<file path="config.mk">
export PLATFORM = sky130hd
export DESIGN_NAME = oob_fc_rx
export DESIGN_NICKNAME = d
export VERILOG_FILES = /design/src/rtl/oob_fc_rx_pkg.sv /design/src/rtl/oob_fc_rx_sync.sv /design/src/rtl/oob_fc_rx_align.sv /design/src/rtl/oob_fc_rx_block.sv /design/src/rtl/oob_fc_rx.sv
export SDC_FILE = /design/constraint.sdc
export NUM_CORES = 1
export LEC_CHECK = 0
export BUFFER_PORTS_ARGS = -buffer_cell sky130_fd_sc_hd__buf_4
export CAP_MARGIN = 40
export CELL_PAD_IN_SITES_DETAIL_PLACEMENT = 1
export CELL_PAD_IN_SITES_GLOBAL_PLACEMENT = 2
export CORE_MARGIN = 2
export CORE_UTILIZATION = 37
export DETAILED_ROUTE_END_ITERATION = 6
export GPL_TIMING_DRIVEN = 0
export PLACE_DENSITY = 0.83
export SLEW_MARGIN = 0
export SYNTH_ARGS = -nofsm -noshare
export SYNTH_HDL_FRONTEND = slang
export SYNTH_HIERARCHICAL = 1
export SYNTH_SLANG_ARGS = --single-unit
</file>
<file path="constraint.sdc">
create_clock -name sys_clk -period 2.3 [get_ports sys_clk]
set_input_delay 0.345 -clock sys_clk [delete_from_list [all_inputs] [get_ports sys_clk]]
set_output_delay 0.345 -clock sys_clk [all_outputs]
set_load 0.02 [all_outputs]
</file>
<file path="src/rtl/oob_fc_rx_pkg.sv">
`timescale 1ns/1ps
package oob_fc_rx_pkg;
   localparam int CRC_W = 4;
   localparam logic [CRC_W-1:0] CRC_SEED = 4'b1111;

   // One serial step of the x^4+x+1 CRC.
   function automatic logic [CRC_W-1:0] crc4_next(input logic [CRC_W-1:0] c, input logic d);
      logic fb;
      fb = c[3] ^ d;
      return {c[2], c[1], c[0] ^ fb, fb};
   endfunction
endpackage

</file>
<file path="src/rtl/oob_fc_rx_sync.sv">
`timescale 1ns/1ps
module oob_fc_rx_sync #(
   parameter int W      = 3,
   parameter int STAGES = 2
) (
   input  logic         clk,
   input  logic         arst,
   input  logic [W-1:0] d,
   output logic [W-1:0] q
);
   if (STAGES < 2) begin : g_bad_stages
      $error("oob_fc_rx_sync: STAGES must be at least 2");
   end

   logic [W-1:0] st_q [STAGES];

   always_ff @(posedge clk or posedge arst) begin
      if (arst) begin
         for (int i = 0; i < STAGES; i++) st_q[i] <= '0;
      end else begin
         st_q[0] <= d;
         for (int i = 1; i < STAGES; i++) st_q[i] <= st_q[i-1];
      end
   end

   assign q = st_q[STAGES-1];
endmodule

</file>
<file path="src/rtl/oob_fc_rx_align.sv">
`timescale 1ns/1ps
module oob_fc_rx_align #(
   parameter int FRAME_LEN = 33,
   localparam int IDX_W    = $clog2(FRAME_LEN + 1)
) (
   input  logic             clk,
   input  logic             arst,
   input  logic             fclk_s,
   input  logic             sync_s,
   output logic             take,
   output logic [IDX_W-1:0] idx
);
   logic             fclk_d;
   logic             aligned_q;
   logic [IDX_W-1:0] cnt_q;
   logic             edge_seen;
   logic [IDX_W-1:0] nxt;
   logic             cur_ok;

   assign edge_seen = fclk_s & ~fclk_d;
   assign nxt       = cnt_q + 1'b1;
   assign cur_ok    = sync_s | (aligned_q & (nxt < IDX_W'(FRAME_LEN)));
   assign idx       = sync_s ? '0 : nxt;
   assign take      = edge_seen & cur_ok;

   always_ff @(posedge clk or posedge arst) begin
      if (arst) begin
         fclk_d    <= 1'b0;
         aligned_q <= 1'b0;
         cnt_q     <= '0;
      end else begin
         fclk_d <= fclk_s;
         if (edge_seen) begin
            aligned_q <= cur_ok;
            if (cur_ok) cnt_q <= idx;
         end
      end
   end

   // the frame position never runs past the frame
   p_idx_range_r10: assert property (@(posedge clk) disable iff (arst)
      aligned_q |-> (cnt_q < IDX_W'(FRAME_LEN)));
   // a sync-marked edge always restarts at bit 0
   p_sync_restart_r11: assert property (@(posedge clk) disable iff (arst)
      (edge_seen && sync_s) |=> (aligned_q && cnt_q == '0));
endmodule

</file>
<file path="src/rtl/oob_fc_rx_block.sv">
`timescale 1ns/1ps
module oob_fc_rx_block
   import oob_fc_rx_pkg::*;
#(
   parameter int DW    = 16,
   parameter int BASE  = 0,
   parameter int IDX_W = 6,
   localparam int BLK_LEN = DW + CRC_W
) (
   input  logic             clk,
   input  logic             arst,
   input  logic             take,
   input  logic [IDX_W-1:0] idx,
   input  logic             bit_in,
   output logic             done,
   output logic             ok,
   output logic [DW-1:0]    word
);
   logic [IDX_W-1:0] pos;
   logic             in_blk;
   logic [CRC_W-1:0] crc_q;
   logic [CRC_W-2:0] rxc_q;
   logic [DW-1:0]    data_q;
   logic [DW:0]      data_ext;
   logic             done_q, ok_q;

   assign pos      = idx - IDX_W'(BASE);
   assign in_blk   = take & (pos < IDX_W'(BLK_LEN));
   assign data_ext = {data_q, bit_in};

   always_ff @(posedge clk or posedge arst) begin
      if (arst) begin
         crc_q  <= CRC_SEED;
         rxc_q  <= '0;
         data_q <= '0;
         done_q <= 1'b0;
         ok_q   <= 1'b0;
      end else begin
         done_q <= 1'b0;
         if (in_blk) begin
            if (pos == '0) begin
               crc_q  <= crc4_next(CRC_SEED, bit_in);
               data_q <= data_ext[DW-1:0];
            end else if (pos < IDX_W'(DW)) begin
               crc_q  <= crc4_next(crc_q, bit_in);
               data_q <= data_ext[DW-1:0];
            end else if (pos == IDX_W'(BLK_LEN - 1)) begin
               done_q <= 1'b1;
               ok_q   <= ({rxc_q, bit_in} == crc_q);
            end else begin
               rxc_q <= {rxc_q[CRC_W-3:0], bit_in};
            end
         end
      end
   end

   assign done = done_q;
   assign ok   = ok_q;
   assign word = data_q;

   // a completion needs a taken bit and lasts one cycle
   p_done_after_bit_r9: assert property (@(posedge clk) disable iff (arst)
      done_q |-> $past(take));
   p_done_pulse_r9: assert property (@(posedge clk) disable iff (arst)
      done_q |=> !done_q);
endmodule

</file>
<file path="src/rtl/oob_fc_rx.sv">
`timescale 1ns/1ps
module oob_fc_rx
   import oob_fc_rx_pkg::*;
#(
   parameter int LANES       = 8,
   parameter int CAL_W       = 16,
   parameter bit STATUS_EN   = 1'b1,
   parameter int SYNC_STAGES = 2
) (
   input  logic             sys_clk,
   input  logic             sys_arst,
   input  logic             fc_clk_in,
   input  logic             fc_data_in,
   input  logic             fc_sync_in,
   output logic [CAL_W-1:0] cal_value,
   output logic             cal_good,
   output logic             cal_bad,
   output logic [LANES-1:0] lane_state,
   output logic             link_state,
   output logic             stat_good,
   output logic             stat_bad
);
   localparam int ST_W      = LANES + 1;
   localparam int CAL_BLK   = CAL_W + CRC_W;
   localparam int ST_BLK    = STATUS_EN ? (ST_W + CRC_W) : 0;
   localparam int FRAME_LEN = CAL_BLK + ST_BLK;
   localparam int IDX_W     = $clog2(FRAME_LEN + 1);

   if (LANES < 1) begin : g_bad_lanes
      $error("oob_fc_rx: LANES must be at least 1");
   end
   if (CAL_W < 2) begin : g_bad_cal
      $error("oob_fc_rx: CAL_W must be at least 2");
   end

   logic [2:0]       sync_q;
   logic             take;
   logic [IDX_W-1:0] idx;
   logic             cal_done, cal_ok;
   logic [CAL_W-1:0] cal_word;

   oob_fc_rx_sync #(.W(3), .STAGES(SYNC_STAGES)) u_sync (
      .clk(sys_clk), .arst(sys_arst),
      .d({fc_clk_in, fc_sync_in, fc_data_in}), .q(sync_q));

   oob_fc_rx_align #(.FRAME_LEN(FRAME_LEN)) u_align (
      .clk(sys_clk), .arst(sys_arst), .fclk_s(sync_q[2]), .sync_s(sync_q[1]),
      .take(take), .idx(idx));

   oob_fc_rx_block #(.DW(CAL_W), .BASE(0), .IDX_W(IDX_W)) u_cal (
      .clk(sys_clk), .arst(sys_arst), .take(take), .idx(idx), .bit_in(sync_q[0]),
      .done(cal_done), .ok(cal_ok), .word(cal_word));

   always_ff @(posedge sys_clk or posedge sys_arst) begin
      if (sys_arst) begin
         cal_value <= '0;
         cal_good  <= 1'b0;
         cal_bad   <= 1'b0;
      end else begin
         cal_good <= cal_done & cal_ok;
         cal_bad  <= cal_done & ~cal_ok;
         if (cal_done & cal_ok) cal_value <= cal_word;
      end
   end

   if (STATUS_EN) begin : g_status
      logic            st_done, st_ok;
      logic [ST_W-1:0] st_word;

      oob_fc_rx_block #(.DW(ST_W), .BASE(CAL_BLK), .IDX_W(IDX_W)) u_stat (
         .clk(sys_clk), .arst(sys_arst), .take(take), .idx(idx), .bit_in(sync_q[0]),
         .done(st_done), .ok(st_ok), .word(st_word));

      always_ff @(posedge sys_clk or posedge sys_arst) begin
         if (sys_arst) begin
            lane_state <= '0;
            link_state <= 1'b0;
            stat_good  <= 1'b0;
            stat_bad   <= 1'b0;
         end else begin
            stat_good <= st_done & st_ok;
            stat_bad  <= st_done & ~st_ok;
            if (st_done & st_ok) begin
               link_state <= st_word[ST_W-1];
               lane_state <= st_word[LANES-1:0];
            end
         end
      end

      // status holds unless a good strobe accompanies the change
      p_stat_hold_r8: assert property (@(posedge sys_clk) disable iff (sys_arst)
         ({link_state, lane_state} != $past({link_state, lane_state})) |-> stat_good);
      // status strobes exclusive and single-cycle
      p_stat_excl_r9: assert property (@(posedge sys_clk) disable iff (sys_arst)
         !(stat_good && stat_bad));
      p_stat_pulse_r9: assert property (@(posedge sys_clk) disable iff (sys_arst)
         (stat_good || stat_bad) |=> !(stat_good || stat_bad));
   end else begin : g_no_status
      assign lane_state = '0;
      assign link_state = 1'b0;
      assign stat_good  = 1'b0;
      assign stat_bad   = 1'b0;
   end

   // outputs cleared while reset is held
   p_rst_clear_r1: assert property (@(posedge sys_clk)
      sys_arst |-> (cal_value == '0 && !cal_good && !cal_bad && !stat_good && !stat_bad));
   // calendar changes only together with a good strobe
   p_cal_hold_r6: assert property (@(posedge sys_clk) disable iff (sys_arst)
      (cal_value != $past(cal_value)) |-> cal_good);
   // calendar strobes exclusive and single-cycle
   p_cal_excl_r9: assert property (@(posedge sys_clk) disable iff (sys_arst)
      !(cal_good && cal_bad));
   p_cal_pulse_r9: assert property (@(posedge sys_clk) disable iff (sys_arst)
      (cal_good || cal_bad) |=> !(cal_good || cal_bad));
endmodule

</file>
# Yosys cells after proc, flatten, opt, wreduce, memory -nomap -nowiden
# Index checks and enable logic that the tools add are counted.
# totals
reg_bits	86
output_inout_bits	29
in_bits	5
word_cells	85
# classes
eq_ne	4
n_bitwise	24
n_addsub	2
reduce_logical	11
mux	17
n_lt_le_gt_ge	5
# ops
cell	n
$mux W16	2
$mux W9	2
$mux W4	4
$reduce_and A4 Y1	4
$logic_not A6 Y1	2
$lt A6 B4 Y1 const B	2
$lt A6 B5 Y1 const B	2
$not A1 Y1	10
$and A1 B1 Y1	9
$eq A4 B4 Y1	2
$mux W1	8
$add A6 B1 Y6 const B	1
$eq A6 B4 Y1 const B	1
$eq A6 B5 Y1 const B	1
$lt A6 B6 Y1 const B	1
$mux W6	1
$reduce_and A2 Y1	3
$sub A6 B5 Y6 const B	1
$reduce_bool A2 Y1	2
$xor A1 B1 Y1	4
$or A1 B1 Y1	1

# Depth between registers and ports, before layout
# Gate-level depths: netlist (run 1).
# logic_depth
ltp_word	8
depth_mapped	12
mapped_depth_nobuf	9

# Hierarchy
# Netlist (run 1), hierarchy kept.
# by_module_without_submodules
module	cells_per_inst	instances	area_each_um2	seq_area_each_um2
oob_fc_rx	62	1	1104.8	725.7
oob_fc_rx_block at u_cal	82	1	1103.6	630.6
oob_fc_rx_block at g_status.u_stat	63	1	852.1	455.4
oob_fc_rx_align	56	1	524.3	200.2
oob_fc_rx_sync	10	1	176.4	150.1

# Least setup slack after synthesis (run 1)
# Ideal clock, no wire load.
# synth_path
path_type	register -> register
from	register u_sync.st_q (netlist bit u_sync/q[1])
to	register g_status.u_stat.data_q[5] (netlist: g_status.u_stat/word[5])
setup_time_ns	0.125
path_slack_ns	-0.053
t_required_ns	2.175
path_stages_with_launch	12
t_arrival_ns	2.228
synth_period_minus_slack_ns	2.353
n_path_buf	4
path_cell_list	dfrtp_1 > buf_4 > buf_2 > nor4bb_1 > mux2i_1 > a2bb2oi_2 > inv_1 > and3b_1 > and3_1 > buf_6 > buf_12 > mux2_4
# synth_between
word_cells_on_any_way	11
classes_between	add/sub (1); order compare (2); mux (2); bitwise (3); reduce/logical (3)
# synth_lines
item	line_no	rtl
start, declared	oob_fc_rx_sync.sv:15	logic [W-1:0] st_q [STAGES];
$or A1 B1 Y1	oob_fc_rx_align.sv:22	assign cur_ok = sync_s | (aligned_q & (nxt < IDX_W'(FRAME_LEN)));
$and A1 B1 Y1	oob_fc_rx_align.sv:24	assign take = edge_seen & cur_ok;
net take	oob_fc_rx.sv:37	logic take;
$and A1 B1 Y1	oob_fc_rx_block.sv:28	assign in_blk = take & (pos < IDX_W'(BLK_LEN));
$reduce_and A2 Y1 (no source line)	-	
end signal, assigned	oob_fc_rx_block.sv:43	data_q <= data_ext[DW-1:0];
end signal, assigned	oob_fc_rx_block.sv:46	data_q <= data_ext[DW-1:0];
end, declared	oob_fc_rx_block.sv:23	logic [DW-1:0] data_q;
# The timed path passes the listed nets, and every way through them passes these cells.
# A chain may end at the register's enable or synchronous reset.

# Worst setup path in the final report (run 1)
# layout_path
from	register u_align.cnt_q[1]
to	register u_cal.data_q[9] (netlist: u_cal/word[9])
# layout_between
elab_chain_len	7
word_cells_on_any_way	13
classes_between	add/sub (1); order compare (3); mux (2); bitwise (4); reduce/logical (3)
# layout_rtl
item	line_no	rtl
start, declared	oob_fc_rx_align.sv:15	logic [IDX_W-1:0] cnt_q;
start signal, assigned	oob_fc_rx_align.sv:35	if (cur_ok) cnt_q <= idx;
$add A6 B1 Y6	oob_fc_rx_align.sv:21	assign nxt = cnt_q + 1'b1;
$lt A6 B6 Y1	oob_fc_rx_align.sv:22	
$and A1 B1 Y1	oob_fc_rx_align.sv:22	
$or A1 B1 Y1	oob_fc_rx_align.sv:22	
$and A1 B1 Y1	oob_fc_rx_align.sv:24	
net take	oob_fc_rx.sv:37	
$and A1 B1 Y1	oob_fc_rx_block.sv:28	
$reduce_and A2 Y1 (no source line)	-	
end signal, assigned	oob_fc_rx_block.sv:43	
end signal, assigned	oob_fc_rx_block.sv:46	
end, declared	oob_fc_rx_block.sv:23	
# The timed path passes the listed nets, and every way through them passes these cells.

==> results of run 1 <==
cell usage in the layout (no fill, tap or decap), drive strengths merged, types with 2 or more instances in the layout:
cell type  instances
nand2             10
dfrtp             78
nor3b              2
clkinv             2
nand3              4
inv               14
xor2               8
xnor2              8
a21oi              7
nor2b              6
buf               53
and2               2
mux2              58
clkinvlp           2
a22o               5
and3               2
mux2i              2
nor2              18
dfstp              8
a2bb2oi            3
clkbuf            12
o21ai              3
nand4              4
nor4               4
cell families after synthesis:
| logic type | count (synthesis) | synth area share, % |
|---|---|---|
| multiplexers | 60 | 19.2 |
| flip-flops | 86 | 57.5 |
| buffers and inverters | 23 | 4.36 |
| AND/OR/NAND/NOR | 63 | 10.1 |
| AO/OA/AOI/OAI | 24 | 4.79 |
| XOR/XNOR | 16 | 3.73 |
| adder cells (fa/ha/maj) | 1 | 0.333 |
final cells by class:
class	count	area share (%)
clock buffer	10	2.74
timing repair buffer	47	9.14
clock inverter	6	0.995
inverter	12	0.968
sequential	86	46.5
multi-input combinational	164	33.7
buffer	9	2.37
tap	133	3.58
Yosys cell counts, drive strengths merged, types with 5 or more instances:
| cell | count | area [um^2] |
|---|---|---|
| nor2 | 18 | 67.6 |
| nor2b | 6 | 37.5 |
| mux2 | 58 | 702 |
| xor2 | 8 | 70.1 |
| nand2 | 10 | 47.6 |
| xnor2 | 8 | 70.1 |
| dfstp | 8 | 210 |
| a22o | 5 | 43.8 |
| buf | 10 | 105 |
| inv | 12 | 45.0 |
| a21oi | 7 | 35.0 |
| dfrtp | 78 | 1950 |
worst max-delay path by stage:
| stage | start | endpoint | slack (ps) | depth (start not counted) |
|---|---|---|---|---|
| after floorplan | u_align/cnt_q[0] | g_status.u_stat/word[5] | 10 | 10 |
| after global placement | u_align/cnt_q[0] | u_cal/word[15] | -250 | 7 |
| after detailed placement | u_align/cnt_q[0] | u_cal/word[14] | -300 | 7 |
| after CTS | u_align/cnt_q[1] | g_status.u_stat/word[8] | 0.06 | 10 |
| after global routing | u_align/cnt_q[0] | u_cal/crc_q[1] | -40 | 8 |
| final | u_align/cnt_q[1] | u_cal/word[9] | 40 | 8 |
routing by layer:
layer | global-route usage, % | wire, um | up-vias
met5 | 0 | 0 | -
met4 | 3.43 | 60 | 0
li1 | - | - | 1067
met3 | 4.30 | 168 | 5
met2 | 23.9 | 3920 | 31
met1 | 17.2 | 3380 | 1146
state kept, by name (all words and copies together), names as in the netlist, 3 cells and up:
register and cells:
cal_value 16, g_status.u_stat/crc_q 4, g_status.u_stat/rxc_q 3, g_status.u_stat/word 9, lane_state 8, u_align/cnt_q 6, u_cal/crc_q 4, u_cal/rxc_q 3
u_cal/word 16, u_sync/q 3, u_sync/st_q 3
where the power goes:
| group | total [mW] | internal [mW] | switching (mW) |
|---|---|---|---|
| Sequential | 1.79 | 1.67 | 0.117 |
| Combinational | 0.423 | 0.214 | 0.208 |
| Clock | 0.955 | 0.401 | 0.554 |
metrics by stage:
step	util (%)	instances	TNS (ps)	setup slack [ps]	cell area, um^2
after floorplan	-	273	0	11.4	3780
after global placement	42.7	439	-4410	-254	4200
after detailed placement	43.3	441	-6030	-300	4250
after CTS	45.8	461	0	0.0615	4500
after global routing	47.4	467	-197	-43.8	4650
final	47.4	467	0	43.5	4650
worst max-delay path, cell delays in order, from the launching register on:
cell	delay, ps
dfrtp_1	400
ha_4	170
nand2_4	50
or3_4	380
a2bb2oi_4	160
inv_2	90
or3b_4	420
clkbuf_8	190
mux2_2	270
what timing repair did:
item                                   in CTS  in global routing
pin swaps                                   4                  2
endpoints found under the hold margin      14                  0
gates resized for setup                     7                 22
gates cloned                                0                  1
setup endpoints to repair                  41                 26
setup buffers                               4                  6
hold buffers                                1                  0
==> metrics.cfg, run 1 <==
[worst_setup_path]
rr_endpoint = u_cal/word[9]
cp-end-kind = register
crit_arrival_ps = 2490
rr_worst_depth = 8
start_kind = register
cp_max_fo = 10
r2r_start = u_align/cnt_q[1]
required_ps = 2540
crit_type = reg -> reg
r2r_setup_slack_ps = 40

[timing]
rsz0062_at_grt = yes
clock_skew_ps = 10.8
maxSlewViolCount = 0
whs_ps = 99.1
relSlewSlack_pct = 54.8
fin_crit_sh_pct = 98.1
clock.fmax_mhz = 443
tightest_slew_ps = 677
fin_crit_ps = 2260
finalSetupViolations = 0
finalHoldViolations = 0

[clock_network]
tritoncts.num_buffers = 9
path_clk_slew_ps = 90
cts.sink_count = 86
cts_tree = done
h-tree-depth = 3
clkLatencyLatePin_ps = 350
cts_buffer_depth = 2
cts_root_buf = clkbuf_8

[power]
ir_drop_mv = 0.466
p_per_area_nw_per_um2 = 680
p_leak_nw = 2.32
power.total_mw = 3.16

[synth]
syn_inst = 273
synth_nets = 279
avgSynthCellArea_um2 = 13.8
ys_seq_area_share_pct = 57.5
yosys_warnings = 6
synth_edf_count = 0
synth_flop_cell = dfrtp_1
synthArstFlopShare_pct = 100
synthesis.area_um2 = 3760
yosysUniqueCellTypes = 49
ys_seq_elements = 86

[flow_run]
maxCapViolations = 0

[floorplan]
die_y_um = 105
start_util_pct = 38.3
core_area_um2 = 9820
io_pins = 34
row_count = 36
dieArea_um2 = 11000
die_w_um = 105

[drt]
viasPerCell = 4.82
firstDrtPassIters = 4
drtIter0Drc = 81
drc = 0
vias = 2249
drt_wl_total_um = 7530
ant_nets = 0
routedWlPerCell_um = 16.1

[global_routing]
grt_pass1_vias = 2410
antenna_found_initial = 0
grt_pass1_wl_um = 12200
grt-ovfl-total = 0
grt_usage_pct = 14.0
grt_max_degree = 22

[layout]
fillCellCount = 1054
n_antenna_cell = 0
ff_latch_area_um2 = 2160
fin_nets = 335
area_growth_pct = 23.7
drive_gt1_share_pct = 49.4
multiInputGateArea_um2 = 1570

[min_path]
hold_depth = 1
min-delay-start = fc_clk_in
holdCritPathClass = in -> reg
hold_end = u_sync/st_q[5]

[placement]
dp_hpwl_um = 5140
place_congestion = 0.756
io_buffers = 33

[outcome]
run_status = completed

No activity file was read; power rests on OpenSTA's default activity.
==> run 2: changes to the inputs <==
Settings changed: PLACE_DENSITY 0.83 to 0.84, SYNTH_HIERARCHICAL 1 to unset.
==> run 2 against run 1 <==
  * Utilization decreased by 1.4 points
  * Count of clock-buffer cells in the layout increased by 1
  * Critical path type unchanged
  * Highest routed layer unchanged
  * Wire length increased by 2.9%
  * Critical path depth unchanged
  * Via count increased by 6.4%
==> metrics.cfg, run 2 <==
[synth]
synth_nets = 297
synth_top_area_cell = dfrtp_1
synth_edf_count = 0
synthesis.area_um2 = 3860
yosys-top-cells-count = dfrtp_1 (78), mux2_2 (59), nand2_1 (18)
yosysTopAreaCellShare_pct = 50.6
ys_seq_area_share_pct = 56.0
syn_inst = 291
synthArstFlopShare_pct = 100
yosys_warnings = 0
avgSynthCellArea_um2 = 13.3
yosysUniqueCellTypes = 58
synth_area_leaders = dfrtp_1 (51%), mux2_2 (17%), dfstp_2 (5.4%)
yosysMostFrequentCell = dfrtp_1
synth_flop_cell = dfrtp_1
ys_seq_elements = 86

[layout]
final_cell_mix = dfrtp_1 (76), mux2_2 (59), buf_4 (39), nand2_1 (18), nor2_1 (14)
area_growth_pct = 22.1
final_cells = 485
fin_nets = 350
n_antenna_cell = 0
final_util_pct = 46.0
drive_gt1_share_pct = 47.3
mostFrequentLayoutCell = dfrtp_1

[placement]
dp.cells = 462
dp_hpwl_um = 5470
io_buffers = 33
place_congestion = 0.822

[timing]
fin_crit_sh_pct = 95.5
tightest_slew_ps = 566
relSlewSlack_pct = 62.3
finalHoldViolations = 0
clock_skew_ps = 10.8
clock.fmax_mhz = 455
fin_crit_ps = 2200
maxSlewViolCount = 0
finalSetupViolations = 0

[global_routing]
grt_pass1_wl_um = 13200
grt_max_degree = 39
grt_usage_pct = 15.0
antenna_found_initial = 0
grt-ovfl-total = 0
grt_pass1_vias = 2647

[worst_setup_path]
cp-end-kind = register
r2r_setup_slack_ps = 100
rr_endpoint = g_status.u_stat.ok
crit_path_max_incr_delay_ps = 450
crit_slowest_cell = dfrtp_2
crit_type = reg -> reg
r2r_start = u_align.cnt_q[0]
critPathBufInv = 1
path_cells = ha_2 -> buf_6 -> and4bb_2 -> a32oi_4 -> nand2_4 -> a221oi_2 -> nor4_2 -> mux2_4
cp_max_fo = 10
rr_worst_depth = 8
required_ps = 2550
cp_top_family = simple AND/OR/NAND/NOR gates
crit_arrival_ps = 2440
start_kind = register
startpoint = u_align.cnt_q[0]

[clock_network]
clkLatencyLatePin_ps = 360
cts_tree = done
cts_root_buf = clkbuf_8
cts_buffer_depth = 2
cts.sink_count = 86
path_clk_slew_ps = 80
h-tree-depth = 3
tritoncts.num_buffers = 9

[drt]
drtIter0Drc = 70
drt_wl_total_um = 7740
ant_nets = 0
firstDrtPassIters = 4
vias = 2393
drc = 0
routedWlPerCell_um = 16.0
viasPerCell = 4.93

[power]
p_per_area_nw_per_um2 = 802
power.total_mw = 3.78
ir_drop_mv = 0.506
p_leak_nw = 2.27

[floorplan]
die_w_um = 106
dieArea_um2 = 11300
core_area_um2 = 10200
row_count = 37
io_pins = 34
start_util_pct = 37.7
die_y_um = 106

[min_path]
hold_end = u_sync.st_q[5]
hold_depth = 1
holdCritPathClass = in -> reg
min-delay-start = fc_clk_in

[outcome]
run_status = completed

[flow_run]
maxCapViolations = 0

[run 2: changes by cell type after synthesis, sizes merged, moves of 3 or more]
cell	delta
inv	-6
nor2	-3
nand2	+10
mux2	+4
a2bb2oi	-3
nand4	-3
o21ai	+7
nor3	+7
a22o	-4
[run 2: worst max path at each step]
stage / to / slack [ps] / cells past startpoint
global route: g_status.u_stat.crc_q[1] / -5 / 7
detailed placement: u_cal.word[8] / -160 / 8
finish: g_status.u_stat.ok / 100 / 8
CTS: g_status.u_stat.ok / 3 / 8
floorplan: u_cal.word[0] / 130 / 8
global placement: u_cal.word[10] / -110 / 8
[run 2: what timing repair did]
item                       4_1_cts  5_1_grt
setup endpoints to repair       20       26
buffers inserted                 1        5
hold endpoints to repair        13        0
pin swaps                        3        6
hold buffers                     1        0
gates resized for setup          8       13
cloned                           0        1
[run 2: metal layers]
| metal | vias up | GRT usage (%) | share of wire (%) |
|---|---|---|---|
| met2 | 38 | 24.7 | 49 |
| met5 | - | 0 | 0 |
| met1 | 1218 | 18.6 | 45 |
| met4 | 0 | 5.64 | 1.8 |
| li1 | 1126 | - | - |
| met3 | 11 | 4.60 | 4.2 |
[run 2: per-stage QoR]
step           setup TNS, ps  hold WS [ps]  instance area [um^2]  worst slack [ps]
2_1_floorplan              0           331                  3860               133
3_3_place_gp           -1540           333                  4280              -110
3_5_place_dp           -2150           329                  4320              -158
4_1_cts                    0          69.0                  4630              2.91
5_1_grt                -5.06          67.5                  4710             -5.06
6_report                   0          88.3                  4710               103
[run 2: layout make-up]
| type | instances | area [um^2] |
|---|---|---|
| tap | 136 | 170 |
| clock inverter | 5 | 104 |
| clock buffer | 11 | 151 |
| fill | 1060 | 5520 |
| sequential | 86 | 2160 |
| buffer | 11 | 76.3 |
| multi-input combinational | 187 | 1660 |
| inverter | 6 | 26.3 |
| timing repair buffer | 43 | 354 |
[run 2: logic make-up (layout without fill, tap and decap cells)]
kind of cell | count (synthesis) | in the layout | synth area share (%)
fa+ha+maj | 1 | 1 | 0.324
simple gates | 72 | 72 | 10.4
mux | 65 | 65 | 19.2
flops | 86 | 86 | 56.0
buf+inv | 18 | 76 | 2.47
xor+xnor | 16 | 16 | 4.31
compound gates | 33 | 33 | 7.30
[run 2: where the power goes]
part / internal, mW / leakage, nW / switching [mW]
Clock: 0.783 / 0.130 / 0.530
Combinational: 0.310 / 1.01 / 0.309
Sequential: 1.70 / 1.13 / 0.147
Total: 2.79 / 2.27 / 0.986
[run 2: worst reg2reg max path, cell delays in order (launching register included)]
cell and delay [ps]:
dfrtp_2 450, ha_2 200, buf_6 140, and4bb_2 310, a32oi_4 80, nand2_4 140
a221oi_2 80, nor4_2 360, mux2_4 340
==> run 3: changes to the inputs <==
Settings changed: PLACE_DENSITY 0.84 to unset, PLACE_DENSITY_LB_ADDON set to 0.1.
==> run 3 against run 2 <==
  * Hold slack lost 12 ps
  * Die area is the same
  * Combinational power shrank 2%
  * First-iteration DRC count shrank 33%
==> metrics.cfg, run 3 (synthesized netlist as in run 2, its figures left out) <==
[worst_setup_path]
crit_type = reg -> reg
required_ps = 2550
cp_max_fo = 10
start_kind = register
cp-end-kind = register
crit_arrival_ps = 2450

[timing]
maxSlewViolCount = 0
finalSetupViolations = 0
finalHoldViolations = 0
tns_ps = 0
fin_crit_ps = 2210
rsz0062_at_grt = yes
fin_crit_sh_pct = 95.9
clock_skew_ps = 13.9
relSlewSlack_pct = 45.4
clock.fmax_mhz = 453
tightest_slew_ps = 817

[drt]
firstDrtPassIters = 4
viasPerCell = 4.90
routedWlPerCell_um = 16.5
ant_nets = 0
drt_wl_total_um = 8000
drc = 0
vias = 2377
drtIter0Drc = 47

[clock_network]
tritoncts.num_buffers = 9
cts_tree = done
clkLatencyLatePin_ps = 370
path_clk_slew_ps = 100
cts_hold_buf = 0
cts_root_buf = clkbuf_8
h-tree-depth = 3
cts.sink_count = 86
cts_buffer_depth = 2

[global_routing]
grt_max_degree = 36
antenna_found_initial = 0
grt_pass1_wl_um = 13600
grt_usage_pct = 15.7
grt_pass1_vias = 2617
grt-ovfl-total = 0

[placement]
dp_hpwl_um = 5460
io_buffers = 33
place_congestion = 0.749
dp.cells = 462

[layout]
final_cells = 485
n_antenna_cell = 0
mostFrequentLayoutCell = dfrtp_1
fin_nets = 350
area_growth_pct = 20.2
drive_gt1_share_pct = 46.1
final_util_pct = 45.3
final_cell_mix = dfrtp_1 (76), mux2_2 (59), buf_4 (41), nand2_1 (18), nor2_1 (14)

[floorplan]
die_w_um = 106
io_pins = 34
die_y_um = 106
start_util_pct = 37.7
dieArea_um2 = 11300
core_area_um2 = 10200
row_count = 37

[outcome]
run_status = completed

[power]
p_leak_nw = 2.23
p_per_area_nw_per_um2 = 769
ir_drop_mv = 0.427

[flow_run]
maxCapViolations = 0

[min_path]
holdCritPathClass = in -> reg

## run 3: changes by cell type in the layout (fill, tap and decap cells not counted), moves of 2 or more
cell	before	now
buf_4	39	41
bufinv_16	3	1
clkinvlp_4	1	3
o21ai_1	1	3
## run 3: metal layers
layer / track usage, % / part of all wire [%] / wire [um]
met5: 0 / 0 / 0
met4: 7.05 / 1.8 / 147
met3: 3.86 / 2.9 / 236
met2: 24.6 / 48 / 3810
met1: 20.7 / 48 / 3810
## run 3: where the power goes
group          internal (mW)  leakage, nW  switching [mW]
registers               1.70         1.13           0.134
clock network          0.566       0.0992           0.557
logic                  0.298         1.00           0.312
## run 3: stage by stage
| stage | cell area [um^2] | hold WS, ps | setup slack (ps) | power [mW] |
|---|---|---|---|---|
| after detailed placement | 4320 | 337 | -175 | 2.42 |
| after global routing | 4640 | 53.5 | -5.10 | 3.77 |
| after floorplan | 3860 | 331 | 133 | 2.26 |
| after global placement | 4280 | 333 | -170 | 2.40 |
| after CTS | 4610 | 56.9 | 22.7 | 3.61 |
| final | 4640 | 76.1 | 94.7 | 3.56 |
## run 3: layout make-up
type,count,area [um^2]
Clock inverter,4,53.8
Clock buffer,12,155
Fill cell,1065,5590
Inverter,6,26.3
Tap cell,136,170
Sequential cell,86,2160
Buffer,12,76.3
Timing Repair Buffer,42,348
Multi-Input combinational cell,187,1640
## run 3: final timing paths
kind,startpoint,end,slack [ps],cells after the start
max in group asynchronous,sys_arst,u_cal.crc_q[1],1490,3
min,fc_data_in,u_sync.st_q[3],80,1
max reg2reg,u_align.cnt_q[0],u_cal.ok,90,8
max,u_align.cnt_q[0],u_cal.ok,90,8
min in group asynchronous,sys_arst,g_status.u_stat.word[1],130,2
min reg2reg,u_sync.st_q[5],u_sync.q[2],350,0
## run 3: critical path, stage by stage, from the launching register on
cell      delay (ps)
dfrtp_2          430
ha_1             200
buf_4            170
and4bb_2         330
a32oi_4           80
nand2_4          150
nand2_1          110
nor3_2           270
mux2_2           350
## run 3: timing repair
action / CTS / global route
endpoints found under the setup margin: 22 / 21
setup buffers: 5 / 1
pin swaps: 2 / 4
gates cloned: 1 / 0
gates resized for setup: 9 / 6
endpoints found under the hold margin: 0 / 0
